==> src/rtl/evt_pkg.sv <==
package evt_pkg;

  // control word, bit 7 down to bit 0
  typedef struct packed {
    logic       rearm;     // 7
    logic       adc_en;    // 6
    logic       trst_en;   // 5
    logic       ovw;       // 4
    logic [1:0] sel2;      // 3:2 edge (capture) or action (compare)
    logic       tsel;      // 1
    logic       cmp_mode;  // 0
  } ctl_t;

  localparam int CTL_W = $bits(ctl_t);

  localparam logic [1:0] EDGE_FALL = 2'b01;
  localparam logic [1:0] EDGE_RISE = 2'b10;
  localparam logic [1:0] ACT_SET   = 2'b01;
  localparam logic [1:0] ACT_CLR   = 2'b10;
  localparam logic [1:0] ACT_TGL   = 2'b11;

  function automatic logic edge_hit(input logic [1:0] sel, input logic rise, input logic fall);
    return (sel[1] & rise) | (sel[0] & fall);
  endfunction

  // merged request rule for the shared pin
  function automatic logic pin_next(input logic cur, input logic s, input logic c, input logic t);
    logic base;
    if (s && c)  base = ~cur;
    else if (s)  base = 1'b1;
    else if (c)  base = 1'b0;
    else         base = cur;
    return t ? ~base : base;
  endfunction

endpackage

==> src/rtl/evt_edge_sync.sv <==
module evt_edge_sync (
  input  logic clk,
  input  logic rst_n,
  input  logic pin_in,
  output logic rise,
  output logic fall
);
  logic [2:0] sh;

  always_ff @(posedge clk or negedge rst_n) begin
    if (!rst_n) sh <= '0;
    else        sh <= {sh[1:0], pin_in};
  end

  assign rise = sh[1] & ~sh[2];
  assign fall = ~sh[1] & sh[2];
endmodule

==> src/rtl/evt_capture_q.sv <==
module evt_capture_q #(
  parameter int TW = 16
) (
  input  logic          clk,
  input  logic          rst_n,
  input  logic          cap_en,
  input  logic [TW-1:0] cap_val,
  input  logic          rd,
  input  logic          wr,
  input  logic [TW-1:0] wdata,
  input  logic          ovw,
  output logic [TW-1:0] time_q,
  output logic          tfull,
  output logic          bfull,
  output logic          ovr_evt,
  output logic          ovr_pend
);
  logic [TW-1:0] buf_r, t_n, b_n;
  logic          tf_n, bf_n, op_n;

  always_comb begin
    t_n     = time_q;
    b_n     = buf_r;
    tf_n    = tfull;
    bf_n    = bfull;
    op_n    = ovr_pend;
    ovr_evt = 1'b0;
    // read acts first
    if (rd) begin
      op_n = 1'b0;
      if (bfull) begin
        t_n  = buf_r;
        bf_n = 1'b0;
      end else begin
        tf_n = 1'b0;
      end
    end
    if (cap_en) begin
      if (!tf_n) begin
        t_n  = cap_val;
        tf_n = 1'b1;
      end else if (!bf_n) begin
        b_n  = cap_val;
        bf_n = 1'b1;
      end else begin
        ovr_evt = 1'b1;
        op_n    = 1'b1;
        if (ovw) b_n = cap_val;
      end
    end
    if (wr) t_n = wdata;
  end

  always_ff @(posedge clk or negedge rst_n) begin
    if (!rst_n) begin
      time_q   <= '0;
      buf_r    <= '0;
      tfull    <= 1'b0;
      bfull    <= 1'b0;
      ovr_pend <= 1'b0;
    end else begin
      time_q   <= t_n;
      buf_r    <= b_n;
      tfull    <= tf_n;
      bfull    <= bf_n;
      ovr_pend <= op_n;
    end
  end
endmodule

==> src/rtl/evt_compare.sv <==
module evt_compare #(
  parameter int TW = 16
) (
  input  logic          clk,
  input  logic          rst_n,
  input  logic          en,
  input  logic [TW-1:0] tmr_val,
  input  logic [TW-1:0] evt_time,
  input  logic          load,
  input  logic          rearm,
  output logic          fire
);
  logic armed, eq_d, eq;

  assign eq   = (tmr_val == evt_time);
  assign fire = en & armed & eq & ~eq_d;

  always_ff @(posedge clk or negedge rst_n) begin
    if (!rst_n) begin
      armed <= 1'b0;
      eq_d  <= 1'b0;
    end else begin
      eq_d <= load ? 1'b0 : eq;
      if (load)                armed <= 1'b1;
      else if (fire && !rearm) armed <= 1'b0;
    end
  end
endmodule

==> src/rtl/evt_pin_mux.sv <==
module evt_pin_mux
  import evt_pkg::*;
(
  input  logic clk,
  input  logic rst_n,
  input  logic own_set,
  input  logic own_clr,
  input  logic own_tgl,
  input  logic peer_set,
  input  logic peer_clr,
  input  logic peer_tgl,
  output logic pin_out
);
  always_ff @(posedge clk or negedge rst_n) begin
    if (!rst_n) pin_out <= 1'b0;
    else pin_out <= pin_next(pin_out, own_set | peer_set, own_clr | peer_clr, own_tgl | peer_tgl);
  end
endmodule

==> src/rtl/evt_channel.sv <==
module evt_channel
  import evt_pkg::*;
#(
  parameter int TW = 16
) (
  input  logic             clk,
  input  logic             rst_n,
  input  logic             ctl_wr,
  input  logic [CTL_W-1:0] ctl_wdata,
  input  logic             time_wr,
  input  logic [TW-1:0]    time_wdata,
  input  logic             time_rd,
  output logic [TW-1:0]    time_q,
  output logic             ovr_pend,
  input  logic [TW-1:0]    tmr_a,
  input  logic [TW-1:0]    tmr_b,
  input  logic             pin_in,
  input  logic             peer_set,
  input  logic             peer_clr,
  input  logic             peer_tgl,
  output logic             pin_out,
  output logic             tmr_a_rst,
  output logic             tmr_b_rst,
  output logic             adc_start,
  output logic             evt_irq,
  output logic             ovr_irq
);
  ctl_t          ctl;
  logic [TW-1:0] tmr_sel;
  logic          rise, fall, cap_evt, cmp_fire, ovr_evt, tfull, bfull;
  logic          own_set, own_clr, own_tgl;

  always_ff @(posedge clk or negedge rst_n) begin
    if (!rst_n)      ctl <= '0;
    else if (ctl_wr) ctl <= ctl_t'(ctl_wdata);
  end

  assign tmr_sel = ctl.tsel ? tmr_b : tmr_a;

  evt_edge_sync u_sync (
    .clk(clk), .rst_n(rst_n), .pin_in(pin_in), .rise(rise), .fall(fall)
  );

  assign cap_evt = ~ctl.cmp_mode & edge_hit(ctl.sel2, rise, fall);

  evt_capture_q #(.TW(TW)) u_cap (
    .clk(clk), .rst_n(rst_n), .cap_en(cap_evt), .cap_val(tmr_sel),
    .rd(time_rd), .wr(time_wr), .wdata(time_wdata), .ovw(ctl.ovw),
    .time_q(time_q), .tfull(tfull), .bfull(bfull),
    .ovr_evt(ovr_evt), .ovr_pend(ovr_pend)
  );

  evt_compare #(.TW(TW)) u_cmp (
    .clk(clk), .rst_n(rst_n), .en(ctl.cmp_mode), .tmr_val(tmr_sel),
    .evt_time(time_q), .load(time_wr), .rearm(ctl.rearm), .fire(cmp_fire)
  );

  assign own_set = cmp_fire & (ctl.sel2 == ACT_SET);
  assign own_clr = cmp_fire & (ctl.sel2 == ACT_CLR);
  assign own_tgl = cmp_fire & (ctl.sel2 == ACT_TGL);

  evt_pin_mux u_pin (
    .clk(clk), .rst_n(rst_n),
    .own_set(own_set), .own_clr(own_clr), .own_tgl(own_tgl),
    .peer_set(peer_set), .peer_clr(peer_clr), .peer_tgl(peer_tgl),
    .pin_out(pin_out)
  );

  always_ff @(posedge clk or negedge rst_n) begin
    if (!rst_n) begin
      evt_irq   <= 1'b0;
      ovr_irq   <= 1'b0;
      tmr_a_rst <= 1'b0;
      tmr_b_rst <= 1'b0;
      adc_start <= 1'b0;
    end else begin
      evt_irq   <= cap_evt | cmp_fire;
      ovr_irq   <= ovr_evt;
      tmr_a_rst <= cmp_fire & ctl.trst_en & ~ctl.tsel;
      tmr_b_rst <= cmp_fire & ctl.trst_en & ctl.tsel;
      adc_start <= cmp_fire & ctl.adc_en;
    end
  end
endmodule

==> config.mk <==
export PLATFORM = sky130hd
export DESIGN_NAME = evt_channel
export DESIGN_NICKNAME = d
export VERILOG_FILES = /design/src/rtl/evt_pkg.sv /design/src/rtl/evt_edge_sync.sv /design/src/rtl/evt_capture_q.sv /design/src/rtl/evt_compare.sv /design/src/rtl/evt_pin_mux.sv /design/src/rtl/evt_channel.sv
export SDC_FILE = /design/constraint.sdc
export NUM_CORES = 1
export LEC_CHECK = 0
export ABC_AREA = 1
export BUFFER_PORTS_ARGS = -buffer_cell sky130_fd_sc_hd__buf_2
export CAP_MARGIN = 20
export CORE_MARGIN = 4
export CORE_UTILIZATION = 56
export DETAILED_ROUTE_END_ITERATION = 10
export GPL_TIMING_DRIVEN = 0
export PLACE_DENSITY = 0.89
export SLEW_MARGIN = 20
export SYNTH_ARGS = -nofsm -noshare
export SYNTH_HDL_FRONTEND = slang
export SYNTH_SLANG_ARGS = --single-unit
==> constraint.sdc <==
create_clock -name clk -period 3.5 [get_ports clk]
set_input_delay 0.525 -clock clk [delete_from_list [all_inputs] [get_ports clk]]
set_output_delay 0.525 -clock clk [all_outputs]
set_load 0.005 [all_outputs]
==> results.md <==
| Quantity | This run |
| --- | --- |
| Status | complete, no violations |
| Wire length after detailed routing | 7950 um |
| Buf+Inv Stages, Crit Path | 2 |
| Critical path arrival | 2160 ps |
| Slew margin rel. | 55.0% |
| P_leak | 2.13 nW |
| Cell row count | 26 |
| Cell count of the worst reg-to-reg path | 13 |
| Worst IR drop on VDD | 0.368 mV |
| Total negative slack for setup checks | 0 ps |
| Cts hold-fix bufs | 0 |
| Core Region | 0.00514 sq mm |
| Post-synth net total | 490 |
| Clk buf depth | 2 |
| Total standard cell area after synthesis | 0.00298 sq mm |
| Part of the Yosys area used for sequential elements | 45.4% |
| Max stage delay on crit path | 420 ps |
| 1st-pass router iterations | 6 |
| Number of global-route vias before repair | 2946 |
| Buffer cell driving the clock tree root | sky130_fd_sc_hd__clkbuf_8 |
| Number of input and output port buffers inserted | 86 |
| Unrepaired setup endpoints after global routing | false |
| Maximum number of pins on one net before global-route repair | 55 |
| Worst Hold Class | in2async |
| Non-filler cells in the finished layout | 589 |
| Total number of nets in the final design | 583 |
| First DRT Iteration DRCs | 246 |
| Post-Synthesis Mean Instance Area | 7.00 sq um |
| Kind of critical path | reg2reg |
| Reg2reg end | u_pin.pin_out |
| Final global-route overflow total | 0 |
| Residual antenna-violating net count after detailed routing | 0 |
| Switching power of the nets | 0.000499 W |
| DRC violations left | 0 |
| Combinational cell fraction of total power | 24.0% |
| Die width | 80.9 um |
| TritonCTS clock tree | built |
| Routed wire length per instance | 13.5 um |
| Maximum capacitance violations | 0 |
| Switching share of total power | 31.3% |
| Die height | 80.9 um |
| Antenna diode instance count | 0 |
| Highest net fanout along the worst path | 10 |
| Setup crit start kind | flip-flop |
| Synth Register Bits | 54 |
| Number of clock sinks | 54 |
| Internal Dissipation | 0.00109 W |
| Crit Reg-Reg Startpoint | ctl[1] |
| Warnings, synthesis | 0 |
| Final-report hold violation count | 0 |
| Share of layout cells above drive strength 1 | 21.4% |
| Die area | 0.00655 sq mm |
| Total number of vias | 3109 |
| Critical path's slowest cell | sky130_fd_sc_hd__dfrtp_1 |
| Worst setup slack for register-to-register paths | 1560 ps |
| I/O Pins | 88 |
| Proportion of power drawn by flip-flops and latches | 49.0% |
| Number of cells produced by synthesis | 425 |
| Area growth, synth to finish | 21.2% |
| Starting utilization of the core area | 57.9% |
| Detail Placement HPWL | 5780 um |
| Antenna violations before repair | 0 |
| Post-CTS clock slew at the launch and capture registers of the worst setup and hold paths | 110 ps |
| Quantity of gates resized following cts | 0 |
| Placed Cells incl. Taps | 581 |
| Final worst-path cycle share | 55.3% |
| Max Clk Rate | 517 MHz |
| Gr usage total | 25.0% |
| Global placement routability congestion | 0.885 |
| Proportion of power drawn by the clock network | 27.0% |
| Final Max Tran Viols | 0 |
| Clock skew | 18.3 ps |
| Worst-skew pair later-pin latency | 320 ps |
| Fin crit period | 1940 ps |
| Worst Path Required | 3720 ps |
| Number of different library cells in the post-synthesis netlist | 20 |
| Family with the most delay on the worst path | simple AND/OR/NAND/NOR gates |
| Number of buffers inserted during clock tree synthesis | 5 |
| Worst-Margin Slew | 674 ps |
| Count of final setup violators | 0 |
| H-tree depth | 2 |
| Ordered list of cells on the worst path | inv_2, buf_2, nand2_1, nand3_1, nand2_1, nor2_1, nand2_1, nor2_4, nand3_2, nor2_1, nor2_1, nand3_1, nand2_1 |
| Post-CTS Setup Inserts | 0 |
| CP endpoint kind | flip-flop |
| Global-route wire length before repair | 12700 um |
| Vias per std cell | 5.28 |
| Pwr dens | 441 mW/mm^2 |
| Cell repeated most along the worst path | sky130_fd_sc_hd__nand2_1 |
[worst max-delay path by stage]
stage	endpoint	startpoint	depth (start not counted)	slack, ps
after CTS	u_pin.pin_out	ctl[1]	13	1570
after global placement	u_cap.buf_r[14]	time_rd	6	1530
after global routing	u_pin.pin_out	ctl[1]	13	1350
after detailed placement	u_cap.buf_r[14]	time_rd	6	1490
final	u_pin.pin_out	ctl[1]	13	1560
after floorplan	u_pin.pin_out	ctl[1]	13	1890
[synthesized netlist by cell type]
| cell | count | area, sq um |
|---|---|---|
| sky130_fd_sc_hd__a21oi_1 | 1 | 5.00 |
| sky130_fd_sc_hd__buf_2 | 2 | 10.0 |
| sky130_fd_sc_hd__buf_4 | 1 | 7.51 |
| sky130_fd_sc_hd__buf_6 | 1 | 11.3 |
| sky130_fd_sc_hd__clkbuf_1 | 13 | 48.8 |
| sky130_fd_sc_hd__clkinv_1 | 1 | 3.75 |
| sky130_fd_sc_hd__dfrtp_1 | 54 | 1350 |
| sky130_fd_sc_hd__inv_1 | 46 | 173 |
| sky130_fd_sc_hd__inv_2 | 2 | 7.51 |
| sky130_fd_sc_hd__mux2_2 | 8 | 90.1 |
| sky130_fd_sc_hd__nand2_1 | 180 | 676 |
| sky130_fd_sc_hd__nand3_1 | 41 | 205 |
| sky130_fd_sc_hd__nand3_2 | 1 | 10.0 |
| sky130_fd_sc_hd__nand4_1 | 3 | 18.8 |
| sky130_fd_sc_hd__nor2_1 | 17 | 63.8 |
| sky130_fd_sc_hd__nor2_4 | 2 | 22.5 |
| sky130_fd_sc_hd__o211ai_2 | 1 | 12.5 |
| sky130_fd_sc_hd__o21ai_0 | 49 | 245 |
| sky130_fd_sc_hd__o21bai_1 | 1 | 7.51 |
| sky130_fd_sc_hd__o31ai_1 | 1 | 7.51 |
[layer usage]
| metal | track usage (%) | wire [um] |
|---|---|---|
| met4 | 8.45 | 123 |
| met1 | 30.1 | 3190 |
| met5 | 0 | 0 |
| met2 | 43.9 | 3950 |
| met3 | 5.88 | 686 |
[kinds of logic (layout without fill, tap and decap cells)]
logic type,after synthesis,in the layout,synth area share (%)
flip-flops,54,54,45.4
buffers and inverters,66,160,8.79
AO/OA/AOI/OAI,53,53,9.33
AND/OR/NAND/NOR,244,244,33.5
multiplexers,8,8,3.03
[registers in the layout, summed over array words and instances, names as in the netlist]
signal	count
evt_irq	1
ovr_irq	1
adc_start	1
tmr_b_rst	1
u_cmp.armed	1
ctl	8
u_sync.sh	3
u_cap.tfull	1
u_pin.pin_out	1
u_cap.buf_r	16
u_cap.ovr_pend	1
tmr_a_rst	1
u_cmp.eq_d	1
u_cap.time_q	16
u_cap.bfull	1
[power by group through the flow]
stage | registers (W) | clock network, W | logic, W
after CTS | 0.000778 | 0.000426 | 0.000382
after detailed placement | 0.000789 | 0 | 0.000379
final | 0.000780 | 0.000429 | 0.000382
after global routing | 0.000790 | 0.000451 | 0.000438
after global placement | 0.000784 | 0 | 0.000361
after floorplan | 0.000780 | 0 | 0.000241
[layout make-up]
type	instances	area (sq um)
buffer	17	77.6
clock inverter	2	37.5
inverter	49	184
clock buffer	6	72.6
fill	435	1530
tap	70	87.6
timing repair buffer	86	433
multi-input combinational	305	1360
sequential	54	1350
[cell usage in the layout, fill, tap and decap left out, types with 3 or more instances in the layout]
| cell | count |
|---|---|
| sky130_fd_sc_hd__buf_2 | 87 |
| sky130_fd_sc_hd__clkbuf_1 | 14 |
| sky130_fd_sc_hd__clkbuf_8 | 5 |
| sky130_fd_sc_hd__dfrtp_1 | 54 |
| sky130_fd_sc_hd__inv_1 | 46 |
| sky130_fd_sc_hd__mux2_2 | 8 |
| sky130_fd_sc_hd__nand2_1 | 180 |
| sky130_fd_sc_hd__nand3_1 | 41 |
| sky130_fd_sc_hd__nand4_1 | 3 |
| sky130_fd_sc_hd__nor2_1 | 17 |
| sky130_fd_sc_hd__o21ai_0 | 49 |
[through the flow]
step	total power [W]	worst slack (ps)	hold WS, ps	area, sq um	util (%)
floorplan	0.00102	1890	229	2980	-
global placement	0.00115	1530	332	3490	68.0
detailed placement	0.00117	1490	336	3500	68.0
CTS	0.00159	1570	267	3610	70.2
global route	0.00168	1350	293	3610	70.2
finish	0.00159	1560	239	3610	70.2
No activity file was read; power rests on OpenSTA's default activity.
